<file path="src/rtl/dbell_pkg.sv">
package dbell_pkg;

  localparam int NUM_CPU = 2;
  localparam int ID_COUNT = 12;

  typedef enum logic [2:0] {
    SEL_NONE,
    SEL_STAT,
    SEL_SET,
    SEL_CLR,
    SEL_ID
  } sel_e;

  typedef struct packed {
    sel_e       kind;
    logic       cpu;
    logic [3:0] id_idx;
  } dec_t;

  function automatic logic [7:0] id_byte(input logic [3:0] idx);
    logic [7:0] b;
    case (idx)
      4'd0:    b = 8'h04;
      4'd4:    b = 8'h56;
      4'd5:    b = 8'hB8;
      4'd6:    b = 8'h0B;
      4'd8:    b = 8'h0D;
      4'd9:    b = 8'hF0;
      4'd10:   b = 8'h05;
      4'd11:   b = 8'hB1;
      default: b = 8'h00;
    endcase
    return b;
  endfunction

endpackage

</file>
<file path="src/rtl/dbell_decode.sv">
module dbell_decode
  import dbell_pkg::*;
#(
  parameter int ADDR_W = 12
) (
  input  logic [ADDR_W-1:0] addr,
  output dec_t              dec
);

  localparam int WORD_W   = ADDR_W - 2;
  localparam int ID_FIRST = (1 << WORD_W) - ID_COUNT;

  logic [WORD_W-1:0] word;
  logic              unused_addr_lsb;
  logic [WORD_W-1:0] id_off;

  assign word            = addr[ADDR_W-1:2];
  assign unused_addr_lsb = ^addr[1:0];
  assign id_off          = word - WORD_W'(ID_FIRST);

  always_comb begin
    dec        = '0;
    dec.kind   = SEL_NONE;
    if (word[WORD_W-1:3] == '0) begin
      dec.cpu = word[2];
      case (word[1:0])
        2'd0:    dec.kind = SEL_STAT;
        2'd1:    dec.kind = SEL_SET;
        2'd2:    dec.kind = SEL_CLR;
        default: dec.kind = SEL_NONE;
      endcase
    end else if (word >= WORD_W'(ID_FIRST)) begin
      dec.kind   = SEL_ID;
      dec.id_idx = id_off[3:0];
    end
  end

endmodule

</file>
<file path="src/rtl/dbell_pend.sv">
module dbell_pend #(
  parameter int DB_BITS = 4
) (
  input  logic               clk,
  input  logic               rst_ni,
  input  logic               set_en,
  input  logic               clr_en,
  input  logic [DB_BITS-1:0] wmask,
  output logic [DB_BITS-1:0] pend_o,
  output logic               irq_o
);

  logic [DB_BITS-1:0] pend_q;
  logic [DB_BITS-1:0] pend_d;
  logic               upd;

  always_comb begin
    pend_d = pend_q;
    if (set_en) pend_d = pend_q | wmask;
    if (clr_en) pend_d = pend_q & ~wmask;
  end

  assign upd = set_en | clr_en;

  always_ff @(posedge clk or negedge rst_ni) begin
    if (!rst_ni) begin
      pend_q <= '0;
    end else if (upd) begin
      pend_q <= pend_d;
    end
  end

  assign pend_o = pend_q;
  assign irq_o  = |pend_q;

  a_r2_set_adds: assert property (@(posedge clk) disable iff (!rst_ni)
    set_en |=> ((pend_q & $past(wmask)) == $past(wmask)));

  a_r2_set_keeps: assert property (@(posedge clk) disable iff (!rst_ni)
    set_en |=> ((pend_q & $past(pend_q)) == $past(pend_q)));

  a_r3_clr_removes: assert property (@(posedge clk) disable iff (!rst_ni)
    clr_en |=> ((pend_q & $past(wmask)) == '0));

  a_r3_clr_keeps: assert property (@(posedge clk) disable iff (!rst_ni)
    clr_en |=> ((pend_q & ~$past(wmask)) == ($past(pend_q) & ~$past(wmask))));

  a_r12_idle_holds: assert property (@(posedge clk) disable iff (!rst_ni)
    !(set_en || clr_en) |=> $stable(pend_q));

endmodule

</file>
<file path="src/rtl/dbell_rdmux.sv">
module dbell_rdmux
  import dbell_pkg::*;
#(
  parameter int DATA_W  = 32,
  parameter int DB_BITS = 4
) (
  input  logic               rd_en,
  input  dec_t               dec,
  input  logic [DB_BITS-1:0] pend0,
  input  logic [DB_BITS-1:0] pend1,
  output logic [DATA_W-1:0]  rdata
);

  always_comb begin
    rdata = '0;
    if (rd_en) begin
      case (dec.kind)
        SEL_STAT: rdata = DATA_W'(dec.cpu ? pend1 : pend0);
        SEL_ID:   rdata = DATA_W'(id_byte(dec.id_idx));
        default:  rdata = '0;
      endcase
    end
  end

endmodule

</file>
<file path="src/rtl/dbell_unit.sv">
module dbell_unit
  import dbell_pkg::*;
#(
  parameter int ADDR_W  = 12,
  parameter int DATA_W  = 32,
  parameter int DB_BITS = 4
) (
  input  logic              clk,
  input  logic              rst_n,
  input  logic              psel,
  input  logic              penable,
  input  logic              pwrite,
  input  logic [ADDR_W-1:0] paddr,
  input  logic [DATA_W-1:0] pwdata,
  input  logic [3:0]        pstrb,
  output logic [DATA_W-1:0] prdata,
  output logic              irq_cpu0,
  output logic              irq_cpu1
);

  logic [1:0]         rst_sync_q;
  logic               rst_int_n;
  dec_t               dec;
  logic               xfer;
  logic               wr_ok;
  logic               rd_en;
  logic               unused_wdata_hi;
  logic [DB_BITS-1:0] pend [NUM_CPU];
  logic [NUM_CPU-1:0] irq;

  always_ff @(posedge clk or negedge rst_n) begin
    if (!rst_n) begin
      rst_sync_q <= '0;
    end else begin
      rst_sync_q <= {rst_sync_q[0], 1'b1};
    end
  end

  assign rst_int_n       = rst_sync_q[1];
  assign xfer            = psel & penable;
  assign wr_ok           = xfer & pwrite & (&pstrb);
  assign rd_en           = xfer & ~pwrite;
  assign unused_wdata_hi = ^pwdata[DATA_W-1:DB_BITS];

  dbell_decode #(.ADDR_W(ADDR_W)) u_decode (
    .addr (paddr),
    .dec  (dec)
  );

  for (genvar c = 0; c < NUM_CPU; c++) begin : g_cpu
    logic set_en;
    logic clr_en;
    assign set_en = wr_ok && (dec.kind == SEL_SET) && (dec.cpu == 1'(c));
    assign clr_en = wr_ok && (dec.kind == SEL_CLR) && (dec.cpu == 1'(c));

    dbell_pend #(.DB_BITS(DB_BITS)) u_pend (
      .clk    (clk),
      .rst_ni (rst_int_n),
      .set_en (set_en),
      .clr_en (clr_en),
      .wmask  (pwdata[DB_BITS-1:0]),
      .pend_o (pend[c]),
      .irq_o  (irq[c])
    );
  end

  dbell_rdmux #(.DATA_W(DATA_W), .DB_BITS(DB_BITS)) u_rdmux (
    .rd_en (rd_en),
    .dec   (dec),
    .pend0 (pend[0]),
    .pend1 (pend[1]),
    .rdata (prdata)
  );

  assign irq_cpu0 = irq[0];
  assign irq_cpu1 = irq[1];

  a_r7_wo_reads_zero: assert property (@(posedge clk) disable iff (!rst_int_n)
    (rd_en && (dec.kind == SEL_SET || dec.kind == SEL_CLR)) |-> (prdata == '0));

  a_r9_unmapped_reads_zero: assert property (@(posedge clk) disable iff (!rst_int_n)
    (rd_en && dec.kind == SEL_NONE) |-> (prdata == '0));

  a_r10_partial_strobe: assert property (@(posedge clk) disable iff (!rst_int_n)
    (xfer && pwrite && !(&pstrb)) |=> ($stable(pend[0]) && $stable(pend[1])));

  a_r6_status_write: assert property (@(posedge clk) disable iff (!rst_int_n)
    (xfer && pwrite && dec.kind == SEL_STAT) |=> ($stable(pend[0]) && $stable(pend[1])));

  a_r4_status_width: assert property (@(posedge clk) disable iff (!rst_int_n)
    (rd_en && dec.kind == SEL_STAT) |-> (prdata[DATA_W-1:DB_BITS] == '0));

endmodule

</file>
<file path="config.mk">
export PLATFORM = sky130hd
export DESIGN_NAME = dbell_unit
export DESIGN_NICKNAME = d
export VERILOG_FILES = /design/src/rtl/dbell_pkg.sv /design/src/rtl/dbell_decode.sv /design/src/rtl/dbell_pend.sv /design/src/rtl/dbell_rdmux.sv /design/src/rtl/dbell_unit.sv
export SDC_FILE = /design/constraint.sdc
export NUM_CORES = 1
export LEC_CHECK = 0
export ABC_AREA = 0
export BUFFER_PORTS_ARGS = -buffer_cell sky130_fd_sc_hd__buf_2
export CELL_PAD_IN_SITES_DETAIL_PLACEMENT = 1
export CELL_PAD_IN_SITES_GLOBAL_PLACEMENT = 2
export CORE_UTILIZATION = 20
export DETAILED_ROUTE_END_ITERATION = 7
export GPL_ROUTABILITY_DRIVEN = 0
export PLACE_DENSITY = 0.86
export SETUP_SLACK_MARGIN = 0.1
export SLEW_MARGIN = 20
export SYNTH_ARGS = -nofsm -noshare
export SYNTH_HDL_FRONTEND = slang
export SYNTH_SLANG_ARGS = --single-unit
</file>
<file path="constraint.sdc">
create_clock -name clk -period 3 [get_ports clk]
set_input_delay 0.45 -clock clk [delete_from_list [all_inputs] [get_ports clk]]
set_output_delay 0.45 -clock clk [all_outputs]
set_load 0.01 [all_outputs]
</file>
==> results by stage, run 1 <==
Global routing:
- The number of global-route vias before repair is approximately 850.
- After global routing the overflow that remains totals 0.
- The total track usage is approximately 9.1%.
- The number of antenna violations at the first check in global routing is 0.
- Entering global routing, the biggest net connects 11 pins.
- The first-pass GRT wire length is ~3800 microns.

Worst setup path:
- The buffers plus inverters on the worst setup path is 3.
- The worst stage delay on the critical path is 0.32 ns.
- Traced cell by cell, the critical path runs through buf_2, inv_1, ha_1, nand2_1, a211oi_2, nand2_1, ha_1, a22oi_1, o22ai_1, buf_2.
- By startpoint and endpoint, the worst setup path is classified as in -> out.
- STA classifies the critical path startpoint as an input pin.
- STA puts the critical path data required time at ~2.6 ns.
- The data arrival at the endpoint of the critical path is around 2.2 ns.
- Grouping stages by cell kind, the critical path spends the most delay in compound AO/OA/AOI/OAI gates.
- The slowest stage of the critical path belongs to the cell sky130_fd_sc_hd__ha_1.
- Of all nets on the critical path, the largest fanout is 4.
- The critical path endpoint category is an output port.

Floorplanning:
- Once the floorplan was initialized, standard cells occupied 20.9% of the core.
- The width of the chip is 72.8 microns.
- The vertical extent of the die is ~73 microns.
- The area of the die is between 5000 and 6000 sq um.
- Pin placement for this block handled 87 I/O pins.
- The region available for standard cell placement spans between 4000 and 5000 sq um.
- The placement row count is 25.

Cells and area:
- The synthesis-to-layout area growth is 20.8%.
- The fraction of layout cells with a size suffix above 1 is around 28%.
- After the flow finishes, the layout carries non-filler instances totaling around 220.
- At the end of the flow the core is filled with cells to about a quarter.
- The net total in the final layout is 210.
- Leaving out fill and tap cells, the most frequent cell in the layout is sky130_fd_sc_hd__buf_2.
- The repair_antennas step left the layout with diodes totalling 0.
- Leaving out fill and tap cells, the most frequent cells in the layout are 32 x sky130_fd_sc_hd__buf_2, 25 x sky130_fd_sc_hd__conb_1, 18 x sky130_fd_sc_hd__nand2_1, 10 x sky130_fd_sc_hd__dfrtp_1.

STA:
- The clock skew is approximately 0.0024 ns.
- The count of final max-slew check failures is 0.
- In the finished design, the share of the clock period the worst path needs comes to 86.5%.
- The worst path meets setup with about 0.40 ns of slack.
- Setup repair after global routing left no endpoint under its margin.
- For this run, the top clock speed supported by timing is between 0.3 and 0.4 GHz.
- The hold violation total from the final report is 0.
- The tightest slew margin relative to the limit is between 60 and 70%.
- Subtracting the final worst setup slack from the clock period gives between 2 and 3 ns.
- The transition time at the pin with the least slew margin is roughly 0.54 ns.
- The summed negative setup slack over all endpoints is 0 ns.
- The count of endpoints failing setup in the final report is 0.

Logic synthesis:
- The async set or reset register ratio after synthesis is 100%.
- The share of synthesized area in the top cell type comes to roughly 25%.
- In the synthesized netlist, mux cells make up 13.0% of the area.
- The cell accounting for the most synthesized area is sky130_fd_sc_hd__dfrtp_1.
- The combinational family with the most area after synthesis is buffers and inverters.
- The leading register cell type out of synthesis is sky130_fd_sc_hd__dfrtp_1.
- The number of standard cells after synthesis is approximately 110.
- The share of the yosys chip area belonging to registers is between 20% and 30%.
- The synthesized area per cell is between 8 and 9 sq um.
- After synthesis, the cell types taking the most area are sky130_fd_sc_hd__dfrtp_1 25%, sky130_fd_sc_hd__buf_4 19%, sky130_fd_sc_hd__ha_1 10%.
- The post-synthesis sequential element count is 10.
- The fraction of the mapped netlist area in adder cells is around a tenth.
- In this run, synthesis inferred 0 flip-flops with an integrated enable.
- In this run, distinct cell masters in the synthesized netlist total 24.
- After synthesis the cells add up to roughly 1000 sq um.
- The compound-gate portion of the synthesized area is about 7.2%.
- The area share of and/or/nand/nor cells after synthesis is between 20 and 25%.
- The Yosys step of the flow raised 0 warnings.
- After Yosys synthesis, XOR and XNOR cells account for 0% of the synthesized area.

Route:
- After the first detailed-routing iteration, the DRC count stood at 44.
- The via density per instance is roughly 3.9.
- The routed length per placed instance is 10.7 microns.
- For this run, the detailed router's first-pass iteration total came to 4.
- After detailed routing, no signal wire sits above met3.
- The routed wire length on met2 is between 1000 and 1500 microns.
- After detailed routing, the total wire length is between 2000 and 2500 microns.
- In the routed design, unresolved DRC markers number 0.
- The met3 wire length is around 130 microns.
- After detailed routing, the wire length on met1 is 1020 microns.
- For this block, the via count after detailed routing is approximately 830.
- The remaining antenna violation count after routing is 0.

Flow run:
- The number of max-capacitance violations reported is 0.

Place:
- Buffers placed on the I/O ports in this run total 32.
- The number of instances in the placed design is 210.
- Prior to clock tree synthesis, the placed netlist has a worst setup slack of about 0.23 ns.
- The HPWL after detailed placement is 1990 microns.

CTS:
- Counting every sink on the clock net gives 10.
- CTS built an H-tree with a depth of 1.
- After clock tree synthesis, the clock-pin slew on the worst setup and hold paths is roughly 0.050 ns.
- The CTS buffer count is 3.
- CTS placed an instance of sky130_fd_sc_hd__clkbuf_8 at the clock tree root.
- The clock passes through at most 2 buffers.
- The clock latency of the later-clocked register in the worst-skew pair is about 0.23 ns.
- TritonCTS built the clock tree.

Worst hold path:
- The class of the tightest hold or removal check is reg -> async.

Power and ir drop:
- Power spread over the standard cell area amounts to roughly 300 nW/um^2.
- The leakage power is about 0.66 nW.
- VDD sags by at most about 0.00026 V.

Status:
- The flow ran to the end, and the final reports show no timing, DRC or antenna violations.
[stage by stage]
| stage | area (sq um) | hold WS, ns | power, mW |
|---|---|---|---|
| after floorplan | 1090 | 0.0946 | 0.203 |
| after global placement | 1140 | 0.133 | 0.204 |
| after detailed placement | 1140 | 0.141 | 0.205 |
| after CTS | 1210 | 0.142 | 0.375 |
| after global routing | 1210 | 0.152 | 0.390 |
| final | 1210 | 0.127 | 0.369 |
[power breakdown]
group | leakage, nW | internal [mW] | total, mW | switching, mW
registers | 0.135 | 0.137 | 0.139 | 0.00226
logic | 0.494 | 0.0226 | 0.0657 | 0.0431
clock network | 0.0288 | 0.115 | 0.164 | 0.0490
total | 0.658 | 0.274 | 0.369 | 0.0944
[cell type report]
class,count,area (sq um)
fillers,588,3570
flip-flops and latches,10,250
well taps,67,83.8
multi-input cells,93,618
inverters,7,26.3
clock buffers,4,55.1
repair buffers,34,178
[cells by family after synthesis]
kind of cell	Yosys count
and+or+nand+nor	37
buffers and inverters	33
muxes	12
AOI/OAI and AO/OA	11
DFF	10
adders and majority gates	8
other	2
[final timing paths]
path	start	endpoint	slack, ns	depth (start not counted)
max in group asynchronous	rst_n	rst_sync_q[1]	2.38	2
min reg2reg	rst_sync_q[1]	async pin	0.13	0
min in group clk	rst_sync_q[0]	rst_sync_q[1]	0.36	0
max reg2reg	flip-flop	flip-flop	2.18	1
max	paddr[2]	prdata[3]	0.40	10
min	rst_sync_q[1]	async pin	0.13	0
[layer usage]
| metal | vias to the layer above | global-route usage [%] |
|---|---|---|
| met5 | - | 0 |
| met4 | 0 | 3.27 |
| met3 | 0 | 1.66 |
| met2 | 27 | 15.6 |
| met1 | 394 | 11.5 |
| li1 | 410 | - |
[Yosys cell counts, drive strengths merged, types with 3 or more instances]
| master | instances |
|---|---|
| dfrtp | 10 |
| mux2i | 4 |
| ha | 8 |
| mux2 | 8 |
| nand4 | 3 |
| a22oi | 3 |
| inv | 7 |
| or4 | 4 |
| o22ai | 3 |
| nand2 | 18 |
| nor2 | 5 |
| buf | 26 |
| a21oi | 3 |
| nor4 | 4 |
[timing repair]
| action | 4_1_cts | 5_1_grt |
|---|---|---|
| hold buffers | 1 | 0 |
| endpoints found under the setup margin | 0 | 1 |
| resized for setup | 0 | 1 |
| endpoints found under the hold margin | 2 | 0 |
| buffers inserted | 0 | 0 |
(Power assumes the default switching activity.)
==> inputs of run 2 (changes only) <==
--- a/config.mk
+++ b/config.mk
@@ -7,12 +7,12 @@
 export LEC_CHECK = 0
 export ABC_AREA = 0
 export BUFFER_PORTS_ARGS = -buffer_cell sky130_fd_sc_hd__buf_2
-export CELL_PAD_IN_SITES_DETAIL_PLACEMENT = 1
-export CELL_PAD_IN_SITES_GLOBAL_PLACEMENT = 2
-export CORE_UTILIZATION = 20
+export CELL_PAD_IN_SITES_DETAIL_PLACEMENT = 0
+export CELL_PAD_IN_SITES_GLOBAL_PLACEMENT = 1
+export CORE_UTILIZATION = 27
 export DETAILED_ROUTE_END_ITERATION = 7
 export GPL_ROUTABILITY_DRIVEN = 0
-export PLACE_DENSITY = 0.86
+export PLACE_DENSITY = 0.87
 export SETUP_SLACK_MARGIN = 0.1
 export SLEW_MARGIN = 20
 export SYNTH_ARGS = -nofsm -noshare
==> run 2 against run 1 <==
  * Setup slack better by 0.027 ns
  * Clock skew hardly changed
  * Global-route usage is 1.3 points higher
  * First-iteration DRC count is 16% lower
  * Routed wire length is 14% lower
  * Via count is 0.24% higher
  * Die area is 25% lower
  * Critical path depth is 1 lower
==> results by stage, run 2 (synthesized netlist as in run 1, its figures left out) <==
STA:
- The tightest slew margin relative to the limit came to 65.4% (+1.6 points).
- The hold violation total from the final report is 0 (unchanged).
- The clock skew was 0.00190 ns (-0.000454 ns).
- The summed negative setup slack over all endpoints came to 0 ns (unchanged).
- The transition time at the pin with the least slew margin is 0.518 ns (-0.0241 ns).
- Setup repair after global routing left no endpoint under its margin.
- The fmax is 0.389 GHz (+1.0%).
- The count of endpoints failing setup in the final report is 0 (unchanged).
- The shortest period the worst path allows is 2.57 ns (-0.0269 ns).
- The count of final max-slew check failures was 0 (unchanged).
- The ratio of final minimum period to clock period is 85.6% (-0.90 points).
- The smallest setup slack after layout is 0.431 ns (+0.0269 ns).

Power and ir drop:
- The ratio of total power to cell area is 312 nW/um^2 (+2.6%).
- The total internal power is 274 uW (about the same).
- The clock network fraction of total power was 45.0% (+0.5 points).
- The overall power of the completed layout was 370 uW (+0.39%).
- The maximum resistive drop on vdd is 0.000230 V (-10%).
- The part of the power in registers was 37.5% (-0.2 points).
- The reported net switching power is 95.7 uW (+1.5%).
- The portion of total power attributed to combinational logic is 17.5% (-0.3 points).
- The switching share of total power is 25.9% (+0.27 points).
- The leakage power is 0.658 nW (unchanged).

CTS:
- The clock tree from TritonCTS is yes.
- The number of setup buffers added after CTS is 0 (unchanged).
- The maximum count of clock buffers along a single path is 2 (unchanged).
- Clock tree synthesis selected as its root buffer the cell sky130_fd_sc_hd__clkbuf_8.
- The CTS buffer count is 3 (unchanged).
- The depth of the CTS H-tree is 1 (unchanged).
- The number of sinks driven by the clock tree is 10 (unchanged).
- The register clock-pin slew on the reported worst setup and hold paths was 0.05 ns (about the same).
- The clock latency of the later-clocked register in the worst-skew pair is 0.24 ns (about the same).

Route:
- The first-pass detailed-route iteration total came to 4 (unchanged).
- The remaining antenna violation count after routing is 0 (unchanged).
- The via density per instance is 4.29 (+11%).
- The total routed wirelength was 1970 microns (-14%).
- The routed length per placed instance is 10.1 microns (-5.0%).
- The remaining design rule violation count is 0 (unchanged).
- The violation count after the first detailed-route iteration is 37 (-16%).
- The overall via count from detail_route was 833 (+0.24%).

Worst setup path:
- The required time of the critical path is 2.55 ns (about the same).
- The startpoint of the most critical setup path is paddr[4].
- The data arrival at the endpoint of the critical path is 2.12 ns (-0.03 ns).
- STA classifies the critical path startpoint as an input pin.
- The register-to-register path setup slack is 2.20 ns (+0.02 ns).
- The endpoint of the most critical setup path is prdata[3].
- The setup path with the least slack is of type in -> out.
- The largest driver fanout on the critical path is 10 (+6).
- The critical path endpoint category is an output port.
- The count of cells along the worst register-to-register path was 1 (unchanged).

Cells and area:
- The most common cell after layout, fill and taps aside is sky130_fd_sc_hd__buf_2.
- The fraction of layout cells with a size suffix above 1 is 28.4% (unchanged).
- The share of the core filled with cells is 34.4% (+9.1 points).
- In the layout the commonest cells are 32 x sky130_fd_sc_hd__buf_2, 25 x sky130_fd_sc_hd__conb_1, 18 x sky130_fd_sc_hd__nand2_1, 10 x sky130_fd_sc_hd__dfrtp_1.
- The synthesis-to-layout area growth is 18.2%.
- The number of antenna diodes is 0 (unchanged).
- The net total in the final layout is 210 (unchanged).

Flow run:
- The number of max-capacitance violations reported came to 0 (unchanged).

Global routing:
- The first-pass GRT wire length came to 3220 microns (-15%).
- The total track usage is 10.4% (+1.3 points).
- The pin count of the biggest net entering global routing is 11 (unchanged).
- The number of global-route vias before repair is 736 (-14%).
- The number of antenna violations at the first check in global routing is 0 (unchanged).
- The remaining global-route overflow is 0 (unchanged).

Floorplanning:
- The placement row count is 21 (-16%).
- The vertical extent of the die came to 62.9 microns (-14%).
- The count of boundary I/O pins is 87 (unchanged).
- The initial core utilization is 29.1% (+8.2 points).
- The placeable core area is 3440 sq um (-28%).
- The area of the die is 3960 sq um (-25%).
- The width of the chip is 62.9 microns (-14%).

Place:
- The pre-CTS setup slack is 0.281 ns (+0.0493 ns).
- The number of input and output port buffers inserted is 32 (unchanged).
- The HPWL after detailed placement is 1670 microns (-16%).

Worst hold path:
- The tightest min-delay check is of the reg -> async type.

Status:
- The run finished with clean final reports.
[run 2: cell counts in the layout (fill, tap and decap cells not counted)]
Identical to the previous run, type by type.
[run 2: repair_timing]
action / 4_1_cts / 5_1_grt
resized for setup: 0 / 1
hold buffers: 1 / 0
setup endpoints to repair: 0 / 4
endpoints found under the hold margin: 2 / 0
[run 2: critical path: stages]
cell and delay, ns:
sky130_fd_sc_hd__buf_2 0.23, sky130_fd_sc_hd__inv_2 0.07, sky130_fd_sc_hd__ha_1 0.21, sky130_fd_sc_hd__a211oi_2 0.26
sky130_fd_sc_hd__nand2_1 0.17, sky130_fd_sc_hd__ha_1 0.31, sky130_fd_sc_hd__a22oi_1 0.17, sky130_fd_sc_hd__o22ai_1 0.10
sky130_fd_sc_hd__buf_2 0.15
[run 2: power groups by stage]
stage	Clock (mW)	Combinational, mW	Sequential, mW
2_1_floorplan	0	0.0625	0.140
3_3_place_gp	0	0.0623	0.141
3_5_place_dp	0	0.0624	0.141
4_1_cts	0.173	0.0637	0.139
5_1_grt	0.181	0.0729	0.139
6_report	0.167	0.0647	0.139
[run 2: final cells by class]
cell class | instances | area (sq um)
well taps | 46 | 57.6
clock buffers | 4 | 55.1
flip-flops and latches | 10 | 250
fillers | 373 | 2260
inverters | 7 | 26.3
repair buffers | 34 | 178
multi-input cells | 93 | 618
[run 2: per-layer routing]
layer / up-vias / wire [microns] / global-route usage [%]
met5: - / 0 / 0
met4: 0 / 47 / 6.98
met2: 33 / 930 / 15.7
met1: 384 / 860 / 13.4
li1: 411 / - / -
met3: 5 / 127 / 1.64
[run 2: stage by stage]
stage	cell area (sq um)	instances	hold slack, ns
floorplan	1090	136	0.0946
global placement	1110	189	0.127
detailed placement	1110	189	0.132
CTS	1180	194	0.135
global route	1180	194	0.146
finish	1180	194	0.122
[run 2: worst min-delay path by stage]
stage / cells past startpoint / endpoint / slack (ns) / from
final: 0 / async pin / 0.12 / rst_sync_q[1]
after global routing: 0 / async pin / 0.15 / rst_sync_q[1]
after CTS: 0 / async pin / 0.13 / rst_sync_q[1]
after detailed placement: 0 / async pin / 0.13 / rst_sync_q[1]
after global placement: 0 / async pin / 0.13 / rst_sync_q[1]
after floorplan: 0 / async pin / 0.09 / rst_sync_q[1]
